--- src/rtl/pwr_pkg.sv ---
// Shared definitions for the power mode controller: mode encoding and
// bit positions inside the power control register.
package pwr_pkg;

    typedef enum logic [1:0] {
        PM_RUN  = 2'd0,
        PM_IDLE = 2'd1,
        PM_DOWN = 2'd2
    } pm_state_e;

    localparam int BIT_IDLE_EN = 0;
    localparam int BIT_PD_EN   = 1;
    localparam int BIT_SLOW    = 4;
    localparam int BIT_IDLE_GO = 5;
    localparam int BIT_PD_GO   = 6;

endpackage

--- src/rtl/pwr_sfr_regs.sv ---
// SFR register file of the power mode controller.
// Holds the power control register, the map bit of the system register and
// the banked register. Decodes the two-step entry into start pulses.
// Assumes one write per strobe cycle. Reads are combinational.
module pwr_sfr_regs #(
    parameter int          AW        = 8,
    parameter int          DW        = 8,
    parameter logic [7:0]  PCON_ADDR = 8'h87,
    parameter logic [7:0]  BANK_ADDR = 8'h88,
    parameter logic [7:0]  SYS_ADDR  = 8'hB1,
    parameter int          MAP_BIT   = 4
) (
    input  logic          clk,
    input  logic          rst_n,
    input  logic          we,
    input  logic [AW-1:0] addr,
    input  logic [DW-1:0] wdata,
    output logic [DW-1:0] rdata,
    output logic          slow_req,
    output logic          idle_go,
    output logic          pd_go
);
    import pwr_pkg::*;

    localparam logic [DW-1:0] START_MASK = DW'((1 << BIT_IDLE_GO) | (1 << BIT_PD_GO));
    localparam logic [DW-1:0] EN_MASK    = DW'((1 << BIT_IDLE_EN) | (1 << BIT_PD_EN));

    logic [DW-1:0] pcon_q;
    logic [DW-1:0] bank_q;
    logic          map_q;
    logic          pcon_hit, sys_hit, bank_hit;

    // Address decode and two-step start detection against the stored enables.
    always_comb begin
        pcon_hit = we && (addr == AW'(PCON_ADDR));
        sys_hit  = we && (addr == AW'(SYS_ADDR));
        bank_hit = we && (addr == AW'(BANK_ADDR)) && map_q;
        idle_go  = pcon_hit && wdata[BIT_IDLE_GO] && pcon_q[BIT_IDLE_EN];
        pd_go    = pcon_hit && wdata[BIT_PD_GO] && pcon_q[BIT_PD_EN];
    end

    // Power control register: start bits never stored, enables live one write.
    always_ff @(posedge clk) begin
        if (!rst_n) begin
            pcon_q <= '0;
        end else if (pcon_hit) begin
            if (idle_go || pd_go)
                pcon_q <= wdata & ~(START_MASK | EN_MASK);
            else
                pcon_q <= wdata & ~START_MASK;
        end else if (we) begin
            pcon_q <= pcon_q & ~EN_MASK;
        end
    end

    // Map bit of the system register and the banked register.
    always_ff @(posedge clk) begin
        if (!rst_n) begin
            map_q  <= 1'b0;
            bank_q <= '0;
        end else begin
            if (sys_hit)  map_q  <= wdata[MAP_BIT];
            if (bank_hit) bank_q <= wdata;
        end
    end

    // Read multiplexer; unmapped addresses return zero.
    always_comb begin
        rdata = '0;
        if (addr == AW'(PCON_ADDR))
            rdata = pcon_q;
        else if (addr == AW'(SYS_ADDR))
            rdata = DW'(map_q) << MAP_BIT;
        else if (addr == AW'(BANK_ADDR) && map_q)
            rdata = bank_q;
    end

    assign slow_req = pcon_q[BIT_SLOW];

endmodule

--- src/rtl/pwr_mode_fsm.sv ---
// Mode state machine: run, idle, power-down.
// Power-down wins over idle. Idle leaves on an interrupt and power-down
// leaves on the external wake pin. Start pulses are only seen in run.
module pwr_mode_fsm (
    input  logic                clk,
    input  logic                rst_n,
    input  logic                idle_go,
    input  logic                pd_go,
    input  logic                irq_wake,
    input  logic                ext_wake,
    output pwr_pkg::pm_state_e  state
);
    import pwr_pkg::*;

    pm_state_e state_d;

    // Next-state selection with power-down priority.
    always_comb begin
        state_d = state;
        unique case (state)
            PM_RUN: begin
                if (pd_go)        state_d = PM_DOWN;
                else if (idle_go) state_d = PM_IDLE;
            end
            PM_IDLE: if (irq_wake) state_d = PM_RUN;
            PM_DOWN: if (ext_wake) state_d = PM_RUN;
            default:               state_d = PM_RUN;
        endcase
    end

    // State register.
    always_ff @(posedge clk) begin
        if (!rst_n) state <= PM_RUN;
        else        state <= state_d;
    end

endmodule

--- src/rtl/pwr_clk_div.sv ---
// Slow-down divider. Produces a base clock enable that is always high at
// full rate and one cycle in DIV at slow rate. The rate changes only in
// the last cycle of a divider period, so no pulse is cut short. Frozen while
// the oscillator is stopped.
module pwr_clk_div #(
    parameter int DIV = 32
) (
    input  logic clk,
    input  logic rst_n,
    input  logic osc_run,
    input  logic slow_req,
    output logic base_en
);
    localparam int CW = (DIV > 1) ? $clog2(DIV) : 1;
    localparam logic [CW-1:0] LAST = CW'(DIV - 1);

    logic [CW-1:0] cnt_q;
    logic          slow_q;
    logic          wrap;

    assign wrap = (cnt_q == LAST);

    // Free-running period counter and boundary-aligned rate switch.
    always_ff @(posedge clk) begin
        if (!rst_n) begin
            cnt_q  <= '0;
            slow_q <= 1'b0;
        end else if (osc_run) begin
            cnt_q <= wrap ? '0 : cnt_q + 1'b1;
            if (wrap) slow_q <= slow_req;
        end
    end

    // Base enable: every cycle at full rate, last period cycle when slow.
    assign base_en = slow_q ? wrap : 1'b1;

endmodule

--- src/rtl/pwr_mode_ctrl.sv ---
// Power mode controller top. Joins the SFR registers, the mode state
// machine and the slow-down divider, and forms the clock-gate enables.
// Assumes the CPU issues no SFR writes while its clock is gated.
module pwr_mode_ctrl #(
    parameter int DIV     = 32,
    parameter int MAP_BIT = 4
) (
    input  logic       clk,
    input  logic       rst_n,
    input  logic       sfr_we,
    input  logic [7:0] sfr_addr,
    input  logic [7:0] sfr_wdata,
    output logic [7:0] sfr_rdata,
    input  logic       irq_wake,
    input  logic       ext_wake,
    output logic       cpu_clk_en,
    output logic       per_clk_en,
    output logic       osc_en,
    output logic [1:0] pm_state
);
    import pwr_pkg::*;

    logic      slow_req, idle_go, pd_go, base_en;
    pm_state_e state;

    pwr_sfr_regs #(
        .AW(8), .DW(8), .PCON_ADDR(8'h87), .BANK_ADDR(8'h88),
        .SYS_ADDR(8'hB1), .MAP_BIT(MAP_BIT)
    ) regs_i (
        .clk(clk), .rst_n(rst_n), .we(sfr_we), .addr(sfr_addr),
        .wdata(sfr_wdata), .rdata(sfr_rdata), .slow_req(slow_req),
        .idle_go(idle_go), .pd_go(pd_go)
    );

    pwr_mode_fsm fsm_i (
        .clk(clk), .rst_n(rst_n), .idle_go(idle_go), .pd_go(pd_go),
        .irq_wake(irq_wake), .ext_wake(ext_wake), .state(state)
    );

    pwr_clk_div #(.DIV(DIV)) div_i (
        .clk(clk), .rst_n(rst_n), .osc_run(state != PM_DOWN),
        .slow_req(slow_req), .base_en(base_en)
    );

    // Clock-gate enables per mode.
    always_comb begin
        osc_en     = (state != PM_DOWN);
        per_clk_en = (state != PM_DOWN) && base_en;
        cpu_clk_en = (state == PM_RUN) && base_en;
        pm_state   = state;
    end

endmodule

--- config.mk ---
export PLATFORM = sky130hd
export DESIGN_NAME = pwr_mode_ctrl
export DESIGN_NICKNAME = d
export VERILOG_FILES = /design/src/rtl/pwr_pkg.sv /design/src/rtl/pwr_sfr_regs.sv /design/src/rtl/pwr_mode_fsm.sv /design/src/rtl/pwr_clk_div.sv /design/src/rtl/pwr_mode_ctrl.sv
export SDC_FILE = /design/constraint.sdc
export NUM_CORES = 1
export LEC_CHECK = 0
export CAP_MARGIN = 15
export CORE_ASPECT_RATIO = 1.5
export CORE_MARGIN = 4
export CORE_UTILIZATION = 46
export CTS_CLUSTER_SIZE = 20
export DETAILED_ROUTE_END_ITERATION = 10
export GPL_ROUTABILITY_DRIVEN = 0
export GPL_TIMING_DRIVEN = 0
export HOLD_SLACK_MARGIN = 0.06
export PLACE_DENSITY = 0.83
export SLEW_MARGIN = 20
export SYNTH_ARGS = -nofsm -noshare
export SYNTH_HDL_FRONTEND = slang
export SYNTH_SLANG_ARGS = --single-unit
--- constraint.sdc ---
create_clock -name clk -period 2.51 [get_ports clk]
set_clock_uncertainty 0.15 [all_clocks]
set_input_delay 0.502 -clock clk [delete_from_list [all_inputs] [get_ports clk]]
set_output_delay 0.502 -clock clk [all_outputs]
set_load 0.05 [all_outputs]
==> impl_metrics.json <==
{
  "worstSetupPathDepth": 6,
  "hold_depth": 2,
  "cp_max_fo": 3,
  "worst_pin_slew_ps": 619,
  "ys_ff_latch": 23,
  "synth_cells": 130,
  "core_mm2": 0.00231,
  "antenna_found_initial": 0,
  "fp.dieArea_mm2": 0.00338,
  "period_needed_ps": 2510,
  "num-nets-final": 193,
  "clk_pin_slew_worst_paths_ps": 140,
  "worst_setup_path_start_kind": "input pin",
  "synth_area_leader_cell": "dfxtp_1",
  "async_reset_ff_share_pct": 0,
  "drive_above_1_share_pct": 26.0,
  "syn_nets": 153,
  "start_util_pct": 49.8,
  "hpwlAfterDp_um": 2180,
  "die_x_um": 48.8,
  "netlist_area_mm2": 0.00115,
  "critPathTopFamily": "simple AND/OR/NAND/NOR gates",
  "cp_data_required_time_ps": 1860,
  "vias": 1147,
  "cpPeakStageDelay_ps": 560,
  "crit_path_end_kind": "primary output",
  "grt_usage_pct": 17.4,
  "ys.flop_type": "dfxtp_1",
  "crit_start": "sfr_addr[4]",
  "finish.utilization_pct": 69.8,
  "ys_seq_area_share_pct": 40.0,
  "yosys-top-cells-area": "dfxtp_1 40%, mux2i_1 7.8%, nor2b_1 7.1%, a21boi_0 5.9%, nand2_1 4.2%",
  "ys_types": 31,
  "cp.arrival_ps": 1860,
  "std_cell_rows": 21,
  "port-buffer-count": 32,
  "htreeDepth": 1,
  "ios": 34,
  "crit_buf_inv": 3,
  "drc": 0,
  "netlist.area_leader.share_pct": 40.0,
  "placed_cells": 185,
  "pwr_density_cell_mw_per_mm2": 388,
  "root_buffer": "clkbuf_4",
  "cap_violations": 0,
  "path_class": "input pin to primary output",
  "reg2reg_depth": 4,
  "vias_per_cell": 5.97,
  "setup_viol": 0,
  "instances_no_fill": 192,
  "drt_iter0_markers": 18,
  "hold-worst-slack_ps": 323,
  "die_h_um": 69.3,
  "holdCritStartpoint": "div_i.slow_q$_SDFFE_PN0P_",
  "status": "finished, final reports clean",
  "period_share_pct": 99.9,
  "hold_path_class": "flip-flop to flip-flop",
  "max_freq_ghz": 0.399,
  "maxSlewHeadroom_pct": 58.6,
  "avgSynthCellArea_um2": 8.85,
  "drtPass1Iterations": 4,
  "tritoncts": "built",
  "peakVddDrop_mv": 0.387,
  "overflow": 0,
  "yosysMostFrequentCell": "dfxtp_1",
  "rsz0062_at_grt": "yes",
  "path_cells": "clkbuf_2, or4b_4, buf_4, nor3_1, nor2_2, buf_6",
  "routed_wl_um": 3050,
  "leakagePower_nw": 0.673,
  "grt_pass1_vias": 1137,
  "stdcell_area_mm2": 0.00161,
  "synth_edf_count": 0,
  "cts_buffer_depth": 2,
  "grt_first_pass_wirelength_um": 4770,
  "crit-reg2reg-launch": "regs_i.map_q$_SDFFE_PN0P_",
  "setup_slack_ps": 1.59,
  "final-hold-violation-count": 0,
  "drv_slew": 0,
  "cts.sinks": 23,
  "fillers": 188,
  "yosys-top-cells-count": "23 x dfxtp_1, 13 x nand2_1, 13 x nor2b_1, 9 x a21boi_0, 9 x mux2i_1",
  "placedInstanceArea_mm2": 0.00151,
  "grt_start_max_net_pins": 15,
  "numCtsBuffers": 3,
  "dp_slack_ps": -1210,
  "clock_latency_ps": 320,
  "diodes": 0,
  "slowest_stage": "or4b_4",
  "area_growth_syn_to_layout_pct": 40.2,
  "post_drt_wl_per_cell_um": 15.9,
  "synth_warnings": 0,
  "drtAntennaViolNets": 0
}
==> placed cells by master, fill, tap and decap left out, types with 3 or more instances in the layout <==
| master | synthesis | final |
|---|---|---|
| clkbuf_2 | 0 | 5 |
| nand2b_1 | 3 | 3 |
| mux2i_1 | 9 | 9 |
| nand3_1 | 6 | 6 |
| and2_1 | 4 | 4 |
| a22o_2 | 0 | 5 |
| nor3_1 | 6 | 3 |
| nor2b_1 | 13 | 13 |
| buf_6 | 0 | 6 |
| a21boi_0 | 9 | 9 |
| dfxtp_1 | 23 | 21 |
| nand2_1 | 13 | 13 |
| clkbuf_4 | 0 | 4 |
| dlymetal6s2s_1 | 0 | 4 |
| buf_4 | 0 | 7 |
| nand4_1 | 3 | 3 |
| clkdlybuf4s50_1 | 0 | 13 |
| clkbuf_1 | 6 | 3 |
==> power by group <==
group | internal, mW | switching (mW) | total [mW]
sequential | 0.370 | 0.00498 | 0.375
combinational | 0.0386 | 0.0276 | 0.0663
clock | 0.0609 | 0.124 | 0.185
==> flip-flops by register name, indices dropped and copies added, names as in the netlist <==
register,cells
div_i.cnt_q,5
regs_i.bank_q,8
fsm_i.state,2
div_i.slow_q,1
regs_i.pcon_q,6
regs_i.map_q,1
==> worst paths after layout <==
kind / to / slack, ps
hold reg to reg: div_i.slow_q$_SDFFE_PN0P_ / 320
setup reg to reg: regs_i.bank_q[3]$_SDFFE_PN0P_ / 770
setup / recovery: sfr_rdata[4] / 2
hold / removal: div_i.slow_q$_SDFFE_PN0P_ / 320
==> per-layer routing <==
metal	global-route usage, %	vias to the layer above	share of wire, %	routed length [um]
met5	0	-	0	0
met1	17.7	532	37	1130
li1	-	547	-	-
met3	4.09	11	6.4	194
met4	8.38	0	2.8	85
met2	32.0	57	54	1640
==> repair_timing <==
item | CTS | global route
buffers inserted | 2 | 1
endpoints found under the hold margin | 0 | 0
hold buffers | 0 | 0
pin swaps | 4 | 4
endpoints found under the setup margin | 11 | 11
resized for setup | 87 | 17
cloned | 1 | 0
==> logic make-up after synthesis <==
family                   count (synthesis)  share of synthesized area, %
multiplexers                             9                          7.83
adder cells (fa/ha/maj)                  2                          2.17
AO/OA/AOI/OAI                           24                          15.7
buffers and inverters                    9                          3.04
flip-flops                              23                          40.0
AND/OR/NAND/NOR                         63                          31.3
==> cell type report <==
type,count,area [um2],area share [%]
multi-input cells,98,716,44.3
flip-flops and latches,23,463,28.7
repair buffers,36,333,20.6
plain buffers,6,36.3,2.25
well taps,23,28.8,1.78
clock buffers,3,22.5,1.40
clock inverters,1,7.51,0.465
inverters,2,7.51,0.465
==> through the flow <==
step	power (mW)	TNS (ps)
floorplan	0.404	-133
global placement	0.445	-9820
detailed placement	0.447	-10410
CTS	0.626	0
global route	0.647	-61.4
finish	0.626	0
==> worst register-to-register path, stage by stage (launching register included) <==
cell and delay [ps]:
dfxtp_1 400, and2_1 170, nand4_1 510, mux2i_1 340, nor2b_1 80
Power figures use the tool's default switching activity.
